**src/rtl/csel_pkg.sv**
```systemverilog
package csel_pkg;

    typedef enum logic [1:0] {
        ST_RUN    = 2'd0,
        ST_SAMPLE = 2'd1,
        ST_DECIDE = 2'd2
    } csel_state_e;

    typedef struct packed {
        logic       req;
        logic [1:0] core;
        logic       penalty;
    } csel_switch_t;

    function automatic logic [3:0] core_onehot(input logic [1:0] idx);
        return 4'b0001 << idx;
    endfunction

endpackage

```
**src/rtl/csel_restart_timer.sv**
```systemverilog
module csel_restart_timer #(
    parameter int RESTART_CYCLES = 1000,
    localparam int RST_W = $clog2(RESTART_CYCLES + 1)
) (
    input  logic clk,
    input  logic rst,
    input  logic start,
    output logic busy
);
    logic [RST_W-1:0] cnt;

    always_ff @(posedge clk) begin
        if (rst)
            cnt <= '0;
        else if (start)
            cnt <= RST_W'(RESTART_CYCLES);
        else if (cnt != '0)
            cnt <= cnt - RST_W'(1);
    end

    assign busy = (cnt != '0);

    AST_WAIT_LOADED: assert property (@(posedge clk) disable iff (rst)
        start |=> busy);
    AST_WAIT_ENDS: assert property (@(posedge clk) disable iff (rst)
        (cnt == RST_W'(1) && !start) |=> !busy);
endmodule

```
**src/rtl/csel_metric_store.sv**
```systemverilog
module csel_metric_store #(
    parameter int NUM_CORES = 4,
    parameter int CYC_W = 24,
    parameter int NRG_W = 24,
    parameter int SAMPLE_WIN = 5,
    localparam int CORE_W = $clog2(NUM_CORES),
    localparam int SUM_W = CYC_W + $clog2(SAMPLE_WIN + 1),
    localparam int ESUM_W = NRG_W + $clog2(SAMPLE_WIN + 1)
) (
    input  logic                                clk,
    input  logic                                rst,
    input  logic                                clr,
    input  logic                                acc,
    input  logic [CORE_W-1:0]                   idx,
    input  logic [CYC_W-1:0]                    cyc,
    input  logic [NRG_W-1:0]                    nrg,
    output logic [NUM_CORES-1:0][SUM_W-1:0]     cyc_sum,
    output logic [NUM_CORES-1:0][ESUM_W-1:0]    nrg_sum
);
    for (genvar g = 0; g < NUM_CORES; g++) begin : g_slot
        always_ff @(posedge clk) begin
            if (rst || clr) begin
                cyc_sum[g] <= '0;
                nrg_sum[g] <= '0;
            end else if (acc && idx == CORE_W'(g)) begin
                cyc_sum[g] <= cyc_sum[g] + SUM_W'(cyc);
                nrg_sum[g] <= nrg_sum[g] + ESUM_W'(nrg);
            end
        end
    end
endmodule

```
**src/rtl/csel_picker.sv**
```systemverilog
module csel_picker #(
    parameter int NUM_CORES = 4,
    parameter int CYC_W = 24,
    parameter int NRG_W = 24,
    parameter int SAMPLE_WIN = 5,
    parameter int BOUND_NUM = 11,
    parameter int BOUND_DEN = 10,
    localparam int CORE_W = $clog2(NUM_CORES),
    localparam int SUM_W = CYC_W + $clog2(SAMPLE_WIN + 1),
    localparam int ESUM_W = NRG_W + $clog2(SAMPLE_WIN + 1),
    localparam int PW = SUM_W + 16
) (
    input  logic [NUM_CORES-1:0][SUM_W-1:0]  cyc_sum,
    input  logic [NUM_CORES-1:0][ESUM_W-1:0] nrg_sum,
    input  logic [CYC_W-1:0]                 avg,
    output logic [CORE_W-1:0]                pick
);
    logic [NUM_CORES-1:0] ok;
    logic [PW-1:0]        rhs;

    assign rhs = PW'(avg) * PW'(BOUND_NUM) * PW'(SAMPLE_WIN);

    for (genvar g = 0; g < NUM_CORES; g++) begin : g_bound
        assign ok[g] = (PW'(cyc_sum[g]) * PW'(BOUND_DEN)) <= rhs;
    end

    always_comb begin
        logic              found;
        logic [CORE_W-1:0] best;
        logic [CORE_W-1:0] fast;
        found = 1'b0;
        best  = '0;
        fast  = '0;
        for (int i = 0; i < NUM_CORES; i++) begin
            if (ok[i] && (!found || nrg_sum[i] < nrg_sum[best])) begin
                best  = CORE_W'(i);
                found = 1'b1;
            end
            if (cyc_sum[i] < cyc_sum[fast])
                fast = CORE_W'(i);
        end
        pick = found ? best : fast;
    end
endmodule

```
**src/rtl/core_select_ctrl.sv**
```systemverilog
module core_select_ctrl
    import csel_pkg::*;
#(
    parameter int NUM_CORES = 4,
    parameter int CYC_W = 24,
    parameter int NRG_W = 24,
    parameter int SAMPLE_PERIOD = 100,
    parameter int SAMPLE_WIN = 5,
    parameter int RESTART_CYCLES = 1000,
    parameter int EMA_SHIFT = 3,
    localparam int CORE_W = $clog2(NUM_CORES),
    localparam int PER_W = $clog2(SAMPLE_PERIOD + 1),
    localparam int WIN_W = $clog2(SAMPLE_WIN + 1),
    localparam int SUM_W = CYC_W + $clog2(SAMPLE_WIN + 1),
    localparam int ESUM_W = NRG_W + $clog2(SAMPLE_WIN + 1)
) (
    input  logic                 clk,
    input  logic                 rst,
    input  logic                 ivl_done,
    input  logic [CYC_W-1:0]     ivl_cycles,
    input  logic [NRG_W-1:0]     ivl_energy,
    output logic [1:0]           active_core,
    output logic [NUM_CORES-1:0] core_pwr_en,
    output logic                 restart_wait
);
    localparam logic [CORE_W-1:0] LAST = CORE_W'(NUM_CORES - 1);

    csel_state_e       state;
    logic [CORE_W-1:0] active, home, cand, pick;
    logic [PER_W-1:0]  ivl_cnt;
    logic [WIN_W-1:0]  win_cnt;
    logic [CYC_W-1:0]  avg, avg_ema;
    logic              seeded, ev, clr, acc, busy;
    csel_switch_t      sw;
    logic [NUM_CORES-1:0][SUM_W-1:0]  cyc_sum;
    logic [NUM_CORES-1:0][ESUM_W-1:0] nrg_sum;

    assign ev      = ivl_done && !busy;
    assign clr     = (state == ST_RUN) && ev && (ivl_cnt == PER_W'(SAMPLE_PERIOD - 1));
    assign acc     = (state == ST_SAMPLE) && ev;
    assign avg_ema = avg - (avg >> EMA_SHIFT) + (ivl_cycles >> EMA_SHIFT);

    always_comb begin
        sw = '0;
        unique case (state)
            ST_RUN: if (clr) begin
                sw.req     = 1'b1;
                sw.core    = 2'(0);
                sw.penalty = (active != '0);
            end
            ST_SAMPLE: if (acc && win_cnt == WIN_W'(SAMPLE_WIN - 1) && cand != LAST) begin
                sw.req     = 1'b1;
                sw.core    = 2'(cand + CORE_W'(1));
                sw.penalty = 1'b1;
            end
            ST_DECIDE: begin
                sw.req     = 1'b1;
                sw.core    = 2'(pick);
                sw.penalty = (pick != home) && (pick != active);
            end
            default: sw = '0;
        endcase
    end

    always_ff @(posedge clk) begin
        if (rst) begin
            state   <= ST_RUN;
            active  <= '0;
            home    <= '0;
            cand    <= '0;
            ivl_cnt <= '0;
            win_cnt <= '0;
            avg     <= '0;
            seeded  <= 1'b0;
        end else begin
            if (sw.req)
                active <= CORE_W'(sw.core);
            unique case (state)
                ST_RUN: if (ev) begin
                    seeded <= 1'b1;
                    avg    <= seeded ? avg_ema : ivl_cycles;
                    if (clr) begin
                        ivl_cnt <= '0;
                        state   <= ST_SAMPLE;
                        home    <= active;
                        cand    <= '0;
                        win_cnt <= '0;
                    end else begin
                        ivl_cnt <= ivl_cnt + PER_W'(1);
                    end
                end
                ST_SAMPLE: if (ev) begin
                    if (win_cnt == WIN_W'(SAMPLE_WIN - 1)) begin
                        win_cnt <= '0;
                        if (cand == LAST)
                            state <= ST_DECIDE;
                        else
                            cand <= cand + CORE_W'(1);
                    end else begin
                        win_cnt <= win_cnt + WIN_W'(1);
                    end
                end
                ST_DECIDE: state <= ST_RUN;
                default:   state <= ST_RUN;
            endcase
        end
    end

    csel_metric_store #(
        .NUM_CORES(NUM_CORES), .CYC_W(CYC_W), .NRG_W(NRG_W), .SAMPLE_WIN(SAMPLE_WIN)
    ) u_store (
        .clk(clk), .rst(rst), .clr(clr), .acc(acc), .idx(cand),
        .cyc(ivl_cycles), .nrg(ivl_energy), .cyc_sum(cyc_sum), .nrg_sum(nrg_sum)
    );

    csel_picker #(
        .NUM_CORES(NUM_CORES), .CYC_W(CYC_W), .NRG_W(NRG_W), .SAMPLE_WIN(SAMPLE_WIN),
        .BOUND_NUM(11), .BOUND_DEN(10)
    ) u_pick (
        .cyc_sum(cyc_sum), .nrg_sum(nrg_sum), .avg(avg), .pick(pick)
    );

    csel_restart_timer #(
        .RESTART_CYCLES(RESTART_CYCLES)
    ) u_timer (
        .clk(clk), .rst(rst), .start(sw.req && sw.penalty), .busy(busy)
    );

    assign active_core  = 2'(active);
    assign core_pwr_en  = NUM_CORES'(core_onehot(2'(active)));
    assign restart_wait = busy;

    AST_WAIT_ON_SWITCH: assert property (@(posedge clk) disable iff (rst)
        $rose(busy) |-> (active != $past(active)));
    AST_CORE_HELD_IN_WAIT: assert property (@(posedge clk) disable iff (rst)
        (busy && $past(busy)) |-> $stable(active));
    AST_IGNORED_EVENT: assert property (@(posedge clk) disable iff (rst)
        (ivl_done && busy) |=> ($stable(win_cnt) && $stable(cand) && $stable(avg)));
    AST_SAMPLE_ORDER: assert property (@(posedge clk) disable iff (rst)
        (state == ST_SAMPLE) |-> (active == cand));
    AST_AVG_FROZEN: assert property (@(posedge clk) disable iff (rst)
        (state != ST_RUN) |=> $stable(avg));
    AST_DECIDE_ONCE: assert property (@(posedge clk) disable iff (rst)
        (state == ST_DECIDE) |=> (state == ST_RUN && ivl_cnt == '0));
    AST_ONE_POWERED: assert property (@(posedge clk) disable iff (rst)
        $onehot(core_pwr_en));
endmodule

```
**config.mk**
```make
export PLATFORM = sky130hd
export DESIGN_NAME = core_select_ctrl
export DESIGN_NICKNAME = d
export VERILOG_FILES = /design/src/rtl/csel_pkg.sv /design/src/rtl/csel_restart_timer.sv /design/src/rtl/csel_metric_store.sv /design/src/rtl/csel_picker.sv /design/src/rtl/core_select_ctrl.sv
export SDC_FILE = /design/constraint.sdc
export NUM_CORES = 2
export LEC_CHECK = 0
export ABC_AREA = 0
export CAP_MARGIN = 30
export CORE_MARGIN = 3
export CORE_UTILIZATION = 60
export CTS_CLUSTER_DIAMETER = 80
export DETAILED_ROUTE_END_ITERATION = 8
export GPL_TIMING_DRIVEN = 0
export MAX_ROUTING_LAYER = met4
export PLACE_DENSITY = 0.74
export REMOVE_ABC_BUFFERS = 1
export SETUP_SLACK_MARGIN = 0.5
export SYNTH_ARGS = -nofsm -noshare
export SYNTH_HDL_FRONTEND = slang
export SYNTH_HIERARCHICAL = 1
export SYNTH_SLANG_ARGS = --single-unit
```
**constraint.sdc**
```tcl
create_clock -name clk -period 15.5 [get_ports clk]
set_input_delay 1.55 -clock clk [delete_from_list [all_inputs] [get_ports clk]]
set_output_delay 1.55 -clock clk [all_outputs]
set_load 0.01 [all_outputs]
```
==> impl_metrics.csv <==
group,metric,value,unit
sta,drv_slew,0,
placed_design,place_congestion,0.977,
sta,rsz0062_at_grt,"false",
worst_setup_path,arrival,15.12,ns
route,drc,0,
placed_design,dpl_worst_slack,-2.77,ns
worst_setup_path,critPathRequiredTime,16.02,ns
worst_setup_path,rrSetupSlack,0.90,ns
global_routing,gr-total-overflow,0,
yosys,ys_async_sr_fraction,0,
route,vias,37300,
worst_setup_path,cpLargestDelayFamily,"compound AO/OA/AOI/OAI gates",
yosys,synth_seq_cells,269,
worst_setup_path,worstReg2RegEnd,"u_timer/cnt[8]$_SDFFE_PP0P_",
global_routing,antenna_found_initial,0,
die,rows,92,
cells_and_area,fin_area,42300,sq um
yosys,syn_avg_cell_area,7.75,sq um
clock_tree,numCtsBuffers,39,
cells_and_area,final_core_util,0.668,
route,dr.pass1.iters,5,
die,core,63300,sq um
power,power.leakage,20.8,nW
die,die_x,260,um
worst_setup_path,path_class,"flip-flop to flip-flop",
yosys,synth_edf_count,0,
global_routing,grt_pass1_wl,181,mm
worst_setup_path,slowest_delay,0.59,ns
cells_and_area,seqCellArea,5400,sq um
route,ant_nets,0,
route,wl_per_cell,19.8,um
cells_and_area,n_fill_cell,5599,
die,die-area,67400,sq um
worst_setup_path,critPathCapture,"u_timer/cnt[8]$_SDFFE_PP0P_",
sta,relSlewSlack,0.277,
sta,setup_ws,0.902,ns
global_routing,grt_usage,0.341,
sta,clock_skew,0.0463,ns
placed_design,place_area,40100,sq um
worst_setup_path,critPathSlowestCell,"a2111o_2",
clock_tree,h-tree-depth,2,
worst_setup_path,crit-reg2reg-launch,"avg[1]$_SDFFE_PP0P_",
yosys,ys.flop_type,"dfxtp_1",
clock_tree,cts.path.max_buffers,3,
sta,max_freq,68.5,MHz
yosys,ys_seq_area_frac,0.140,
cells_and_area,layout.nets,5882,
clock_tree,postCtsHoldBufs,0,
yosys,synth_cells,4977,
cells_and_area,final_cell_mix,"ha_1, a21oi_1, nand2_1",
route,vias_per_cell,6.37,
clock_tree,clock-sinks,269,
power,p_per_area,147,nW/um^2
die,initial_core_util,0.609,
cells_and_area,syn2layout_area_growth,9.67,%
clock_tree,clkLatencyLatePin,0.59,ns
sta,tns,0,ns
flow_run,cap_viol_max_count,0,
global_routing,grt_max_degree,54,
route,drt_iter0_markers,2555,
yosys,synth_cell_types,111,
sta,fin_crit_sh,0.942,
yosys,synth_warnings,6,
sta,min_period,14.60,ns
worst_setup_path,critPathLaunchType,"flip-flop",
placed_design,io_buffers,57,
sta,worstMarginPinSlew,1.07,ns
worst_hold_path,hp-class,"flip-flop to flip-flop",
worst_setup_path,critPathLaunch,"avg[1]$_SDFFE_PP0P_",
worst_setup_path,crit_buf_inv,3,
cells_and_area,antennaDiodeCount,0,
worst_setup_path,cp_max_fo,8,
power,ir_drop,142,uV
sta,hold_viol,0,
outcome,status,"complete, no violations",
cells_and_area,drive_gt1_frac,0.0608,
clock_tree,clkTransAtPathRegs,0.06,ns
global_routing,grt_pass1_vias,36400,
die,die_h,260,um
cells_and_area,layout_commonest_cell,"ha_1",
cells_and_area,multi_input_area,32000,sq um
sta,setup_violations,0,
worst_setup_path,end_kind,"flip-flop",
placed_design,hpwl,91.3,mm
worst_setup_path,cp.depth,72,
worst_setup_path,r2r_cells,72,
clock_tree,cts_tree,"yes",
route,drt_wl_total,116,mm
clock_tree,cts-root-buf,"clkbuf_16",
die,ios,58,
yosys,syn_area,38600,sq um
[flip-flops by register name, summed over array words and instances, names as in the netlist]
name / count
win_cnt: 3
cand: 2
avg: 24
home: 2
ivl_cnt: 7
state: 2
u_store/cyc_sum: 108
seeded: 1
u_store/nrg_sum: 108
u_timer/cnt: 10
active_core: 2
[cells by family after synthesis]
group | count (synthesis) | synth area share
xor gates and xnor gates | 295 | 0.0677
AOI/OAI and AO/OA | 1572 | 0.263
adders and majority gates | 845 | 0.285
buffers and inverters | 492 | 0.0492
muxes | 55 | 0.0143
and+or+nand+nor | 1449 | 0.181
DFF | 269 | 0.140
[layout make-up]
class | instances | area share
clock buffers | 55 | 0.0264
well taps | 846 | 0.0250
flip-flops and latches | 269 | 0.128
inverters | 338 | 0.0300
clock inverters | 12 | 0.00352
repair buffers | 122 | 0.0319
multi-input cells | 4218 | 0.755
[metal layers]
layer	wire length (um)	GRT usage	vias to the layer above
met3	4930	0.0323	356
met1	46200	0.366	17600
met4	7440	0.202	0
met2	57500	0.611	1011
met5	0	-	-
li1	-	-	18300
[how the worst min path moves through the flow]
stage / slack, ns / cells past startpoint / to / startpoint
2_1_floorplan: 0.45 / 2 / ivl_cnt[1]$_SDFFE_PP0P_ / ivl_cnt[1]$_SDFFE_PP0P_
3_3_place_gp: 0.46 / 2 / ivl_cnt[1]$_SDFFE_PP0P_ / ivl_cnt[1]$_SDFFE_PP0P_
3_5_place_dp: 0.48 / 2 / u_store/nrg_sum[90]$_SDFFE_PP0P_ / u_store/nrg_sum[90]$_SDFFE_PP0P_
4_1_cts: 0.48 / 2 / u_store/nrg_sum[107]$_SDFFE_PP0P_ / u_store/nrg_sum[107]$_SDFFE_PP0P_
5_1_grt: 0.50 / 2 / ivl_cnt[1]$_SDFFE_PP0P_ / ivl_cnt[1]$_SDFFE_PP0P_
6_report: 0.48 / 2 / u_store/nrg_sum[107]$_SDFFE_PP0P_ / u_store/nrg_sum[107]$_SDFFE_PP0P_
[worst min-delay path, cell delays in order (launching register included)]
cell and delay, ns:
dfxtp_1 0.32, nand2_1 0.06, mux2i_1 0.05
[cells in the mapped netlist, drive strengths merged (10+ instances only)]
library cell	instances	area [sq um]
a2111oi	16	173
a211o	26	228
a211oi	75	568
a21boi	16	120
a21o	247	1860
a21oi	503	2540
a221oi	17	174
a311oi	10	87.6
a31o	13	114
a31oi	47	307
a41oi	12	105
and2	20	128
and3	50	320
and4	11	96.3
buf	22	114
clkbuf	132	516
dfxtp	269	5390
fa	55	1100
ha	788	9860
inv	337	1260
mux2i	54	541
nand2	470	1770
nand2b	63	397
nand3	180	906
nand4	97	607
nor2	302	1140
nor2b	54	338
nor3	72	365
nor3b	11	87.6
nor4	22	156
o211ai	40	300
o21a	63	473
o21ai	305	1530
o21bai	50	375
o31a	11	96.3
o31ai	23	188
or2	13	81.3
or3	43	269
or4	18	135
xnor2	201	1760
xor2	92	806
[report_power, final]
group          internal [W]  switching, W  leakage (nW)
logic               0.00175       0.00276          18.0
clock network      0.000536      0.000371         0.615
registers          0.000730     0.0000811          2.17
[metrics by stage]
stage	cells	power, W	hold slack [ns]
CTS	5840	0.00596	0.481
finish	5860	0.00623	0.476
global route	5860	0.00675	0.502
global placement	5726	0.00480	0.462
floorplan	4823	0.00376	0.448
detailed placement	5755	0.00490	0.476
[timing repair]
action | CTS | global route
gates cloned | 3 | 0
pin swaps | 20 | 59
gates resized for setup | 52 | 72
setup endpoints to repair | 12 | 12
setup buffers | 15 | 20
Note: power is estimated with default switching activity, not from simulation.
